===== src/rtl/gmc_pkg.sv =====
package gmc_pkg;

  typedef enum logic [1:0] {
    RG_NULL = 2'd0,
    RG_CODE = 2'd1,
    RG_DATA = 2'd2
  } region_e;

  typedef enum logic [1:0] {
    WHY_NONE    = 2'b00,
    WHY_NULL    = 2'b01,
    WHY_CODE_WR = 2'b10
  } why_e;

  typedef struct packed {
    logic grant;
    logic fault;
    why_e why;
  } verdict_t;

endpackage


===== src/rtl/gmc_span.sv =====
module gmc_span #(
  parameter int OFF_W  = 32,
  parameter int SIZE_W = 2
) (
  input  logic [OFF_W-1:0]  first_off,
  input  logic [SIZE_W-1:0] size_code,
  output logic [OFF_W-1:0]  last_off
);
  logic [OFF_W-1:0] extra;

  always_comb begin
    extra    = (OFF_W'(1) << size_code) - OFF_W'(1);
    last_off = first_off + extra;
  end
endmodule


===== src/rtl/gmc_region.sv =====
module gmc_region
  import gmc_pkg::*;
#(
  parameter int               OFF_W     = 32,
  parameter logic [OFF_W-1:0] CODE_BASE = 32'h0040_0000,
  parameter logic [OFF_W-1:0] DATA_BASE = 32'h1000_0000
) (
  input  logic [OFF_W-1:0] off,
  output region_e          rg
);
  always_comb begin
    if (off < CODE_BASE)      rg = RG_NULL;
    else if (off < DATA_BASE) rg = RG_CODE;
    else                      rg = RG_DATA;
  end
endmodule


===== src/rtl/gmc_verdict.sv =====
module gmc_verdict
  import gmc_pkg::*;
#(
  parameter int ENDS = 2
) (
  input  region_e [ENDS-1:0] ends_rg,
  input  logic               is_write,
  output verdict_t           verdict
);
  logic hit_null;
  logic hit_code;

  always_comb begin
    hit_null = 1'b0;
    hit_code = 1'b0;
    for (int i = 0; i < ENDS; i++) begin
      if (ends_rg[i] == RG_NULL) hit_null = 1'b1;
      if (ends_rg[i] == RG_CODE) hit_code = 1'b1;
    end
    if (hit_null) begin
      verdict = '{grant: 1'b0, fault: 1'b1, why: WHY_NULL};
    end else if (is_write && hit_code) begin
      verdict = '{grant: 1'b0, fault: 1'b1, why: WHY_CODE_WR};
    end else begin
      verdict = '{grant: 1'b1, fault: 1'b0, why: WHY_NONE};
    end
  end
endmodule


===== src/rtl/gmc_guard.sv =====
module gmc_guard
  import gmc_pkg::*;
#(
  parameter int               ADDR_W    = 64,
  parameter int               OFF_W     = 32,
  parameter int               SIZE_W    = 2,
  parameter logic [OFF_W-1:0] CODE_BASE = 32'h0040_0000,
  parameter logic [OFF_W-1:0] CODE_SIZE = 32'h0FC0_0000
) (
  input  logic              clk,
  input  logic              rst,
  input  logic              req_valid,
  input  logic [ADDR_W-1:0] req_addr,
  input  logic [SIZE_W-1:0] req_size,
  input  logic              req_write,
  output logic              rsp_valid,
  output logic [OFF_W-1:0]  rsp_offset,
  output logic              rsp_grant,
  output logic              rsp_fault,
  output logic [1:0]        rsp_reason
);
  localparam logic [OFF_W-1:0] DATA_BASE = CODE_BASE + CODE_SIZE;
  localparam int               N_ENDS    = 2;

  logic [OFF_W-1:0]               first_off;
  logic [OFF_W-1:0]               last_off;
  logic [N_ENDS-1:0][OFF_W-1:0]   end_off;
  region_e [N_ENDS-1:0]           end_rg;
  verdict_t                       verdict;
  logic                           unused_hi;

  assign first_off = req_addr[OFF_W-1:0];
  assign unused_hi = ^req_addr[ADDR_W-1:OFF_W];

  gmc_span #(.OFF_W(OFF_W), .SIZE_W(SIZE_W)) u_span (
    .first_off (first_off),
    .size_code (req_size),
    .last_off  (last_off)
  );

  assign end_off[0] = first_off;
  assign end_off[1] = last_off;

  for (genvar g = 0; g < N_ENDS; g++) begin : g_end
    gmc_region #(
      .OFF_W     (OFF_W),
      .CODE_BASE (CODE_BASE),
      .DATA_BASE (DATA_BASE)
    ) u_rg (
      .off (end_off[g]),
      .rg  (end_rg[g])
    );
  end

  gmc_verdict #(.ENDS(N_ENDS)) u_verdict (
    .ends_rg  (end_rg),
    .is_write (req_write),
    .verdict  (verdict)
  );

  always_ff @(posedge clk) begin
    if (rst) begin
      rsp_valid  <= 1'b0;
      rsp_offset <= '0;
      rsp_grant  <= 1'b0;
      rsp_fault  <= 1'b0;
      rsp_reason <= WHY_NONE;
    end else begin
      rsp_valid  <= req_valid;
      rsp_offset <= first_off;
      rsp_grant  <= req_valid & verdict.grant;
      rsp_fault  <= req_valid & verdict.fault;
      rsp_reason <= req_valid ? verdict.why : WHY_NONE;
    end
  end
endmodule


===== config.mk =====
export PLATFORM = sky130hd
export DESIGN_NAME = gmc_guard
export DESIGN_NICKNAME = d
export VERILOG_FILES = /design/src/rtl/gmc_pkg.sv /design/src/rtl/gmc_span.sv /design/src/rtl/gmc_region.sv /design/src/rtl/gmc_verdict.sv /design/src/rtl/gmc_guard.sv
export SDC_FILE = /design/constraint.sdc
export NUM_CORES = 1
export LEC_CHECK = 0
export ABC_AREA = 1
export BUFFER_PORTS_ARGS = -buffer_cell sky130_fd_sc_hd__buf_4
export CAP_MARGIN = 10
export CORE_UTILIZATION = 55
export DETAILED_ROUTE_END_ITERATION = 7
export GPL_ROUTABILITY_DRIVEN = 0
export GPL_TIMING_DRIVEN = 0
export HOLD_SLACK_MARGIN = 0.1
export PLACE_DENSITY_LB_ADDON = 0.15
export SYNTH_ARGS = -nofsm -noshare
export SYNTH_HDL_FRONTEND = slang
export SYNTH_SLANG_ARGS = --single-unit

===== constraint.sdc =====
create_clock -name clk -period 6.75 [get_ports clk]
set_input_delay 1.35 -clock clk [delete_from_list [all_inputs] [get_ports clk]]
set_output_delay 1.35 -clock clk [all_outputs]
set_load 0.1 [all_outputs]

==> results.ini <==
[routing]
drt-total-wl_um = 7093
ant_nets = 0
routed_via_density = 4.846
num_vias = 3310
first_pass_iters = 5
drt-wirelength-per-cell_um = 10.39
first_iter_violations = 122
drc_errors = 0

[yosys]
synth-edff-count = 0
ys_warn_count = 0
synth-seq-cells = 37
syn_avg_cell_area_um2 = 5.975
ys_seq_area_share_pct = 23.39
synth_cell_types = 27
synth_fp_nets = 639
netlist_instances = 530
synth_area_um2 = 3167
synth_flop_cell = dfxtp_1
async_flop_share_pct = 0

[timing]
max_freq_mhz = 311.9
final_hold_viol_count = 0
slew_headroom_pct = 70.27
finalCritPeriodShare_pct = 47.50
rsz0062_at_grt = no
setup_viol = 0
fin_setup_tns_ns = 0
period_needed_ns = 3.206
final_max_slew_viol_count = 0
worst_slew_pin_slew_ns = 0.4460

[worst_setup_path]
cp_data_arrival_time_ns = 3.39
cp_cell_sequence = buf_4 -> inv_1 -> nand2_1 -> ha_1 -> inv_1 -> ha_1 -> nand2_1 -> nor2_1 -> inv_1 -> o21ai_1 -> inv_1 -> nor2_1 -> o21bai_1 -> nand2_1 -> nand2_1 -> nand2_1 -> nand2_1 -> nor2_2 -> nand2_1 -> a21oi_1 -> nor2_1
endpoint_kind = flip-flop
slowest_stage = ha_1
crit_type = in -> reg
cpLargestDelayFamily = simple AND/OR/NAND/NOR gates
worstSetupStartpointType = primary input
cp_max_fo = 3
worstPathRequired_ns = 6.94
crit_buf_inv = 5
cp_common_cell = nand2_1
slowest_delay_ns = 0.28

[hold_path]
hold_path_class = in -> reg
holdPathStages = 3
min_from = req_addr[3]
hold_path_end = rsp_offset[3]

[floorplan]
start_util_pct = 57.16
fp.dieH_um = 77.88
core_um2 = 5540
dieArea_um2 = 6065
die_w_um = 77.88
num_io_pins = 107
rows = 27

[global_routing]
grt_pass1_vias = 3027
grt_usage_pct = 24.85
grt_pass1_wl_um = 12190
grt_start_max_net_pins = 12
antenna_found_initial = 0
grt.overflow.total = 0

[power_and_ir_drop]
total_power_uw = 711.1
p_leak_nw = 2.298
cellPowerDensity_nw_per_um2 = 182.0
irDropWorstVdd_uv = 113.8

[cells_and_area]
num-nets-final = 719
syn_to_final_growth_pct = 23.35
fin_area_um2 = 3906
diodes = 0
drive_gt1_share_pct = 19.15

[clocking]
cts_tree = yes
cts.htree.levels = 2
cts_hold_buffers = 0
clk_root_buffer_cell = clkbuf_8
clkSinkCount = 37
post_cts_buffers = 0
cts_buffer_depth = 2
path_clk_slew_ns = 0.08
post_cts_resize_count = 0
cts_buffers = 5

[placement]
hpwlAfterDp_um = 5978
io_buffers = 73
placed_area_um2 = 3805

[outcome]
status = complete, no violations

[run]
drv_cap = 0

[tightest hold or removal path, delay by kind of cell]
| kind | cells | cell delay, ns |
|---|---|---|
| buffers and inverters | 2 | 0.11 |
| AND/OR/NAND/NOR | 1 | 0.07 |
[Yosys cell counts (3+ instances only)]
master    count  area, µm²
a21oi_2       4      35.03
dfxtp_1      37      740.7
o21bai_1      7      52.55
nand4_1       4      25.02
a21oi_1      21      105.1
nor2_1       72      270.3
nand3_1      30      150.1
nor3_2        3      30.03
inv_2        12      45.04
nor3_1        6      30.03
nor2_2        7      43.79
inv_1        99      371.6
ha_1         39      488.0
clkbuf_1      4      15.01
nand2_1     165      619.3
o21ai_1       4      20.02
nand2_2       3      18.77
[stage by stage]
step	hold WS, ns	instances	utilization (%)	setup slack [ns]
after detailed placement	1.581	675	68.68	3.262
after global placement	1.566	675	68.68	3.292
after CTS	1.275	683	70.51	3.559
final	1.280	683	70.51	3.544
after global routing	1.280	683	70.51	3.235
after floorplan	1.471	530	-	3.569
[sequential cells by signal, indices dropped and copies added (netlist names)]
| register | count |
|---|---|
| rsp_offset | 32 |
| rsp_grant | 1 |
| rsp_valid | 1 |
| rsp_reason | 2 |
| rsp_fault | 1 |
[power by group]
part	leakage [nW]	internal [mW]	switching [mW]	total [mW]
clock network	0.0542	0.0923	0.0796	0.172
logic	1.94	0.0913	0.216	0.307
registers	0.308	0.229	0.00275	0.232
[worst max path at each step]
stage / from / endpoint / slack [ns] / cells past startpoint
floorplan: req_size[0] / rsp_grant / 3.57 / 20
global placement: req_size[0] / rsp_grant / 3.29 / 21
detailed placement: req_size[0] / rsp_grant / 3.26 / 20
CTS: req_size[0] / rsp_grant / 3.56 / 20
global route: req_size[0] / rsp_reason[1] / 3.23 / 22
finish: req_size[0] / rsp_grant / 3.54 / 21
[final cells by class]
cell class	instances	area [µm²]
inverter	111	416.7
tap	72	90.09
buffer	4	15.01
timing repair buffer	73	548.0
sequential	37	740.7
multi-input combinational	378	1994
clock inverter	1	5.005
clock buffer	7	96.34
fill	519	1634
[layer usage]
metal	track usage (%)	share of wire [%]
met1	30.14	45
met2	43.54	47
met3	3.882	5.7
met4	9.811	2.2
met5	0	0
[cell usage in the layout, fill, tap and decap left out, types with 4 or more instances in the layout]
cell type and instances:
clkbuf_1 4, clkbuf_8 7, nor2_1 72, dfxtp_1 37, nand3_1 30, a21oi_2 4
nor2_2 7, ha_1 39, nand2_1 165, o21bai_1 7, nand4_1 4, inv_1 99
buf_4 73, a21oi_1 21, nor3_1 6, inv_2 12, o21ai_1 4
[logic make-up (layout without fill, tap and decap cells)]
logic type / count (synthesis) / in the layout / share of synthesized area [%]
flops: 37 / 37 / 23.39
buf+inv: 115 / 196 / 13.63
simple gates: 298 / 298 / 39.67
fa+ha+maj: 39 / 39 / 15.41
compound gates: 41 / 41 / 7.902
(Power assumes the default switching activity.)
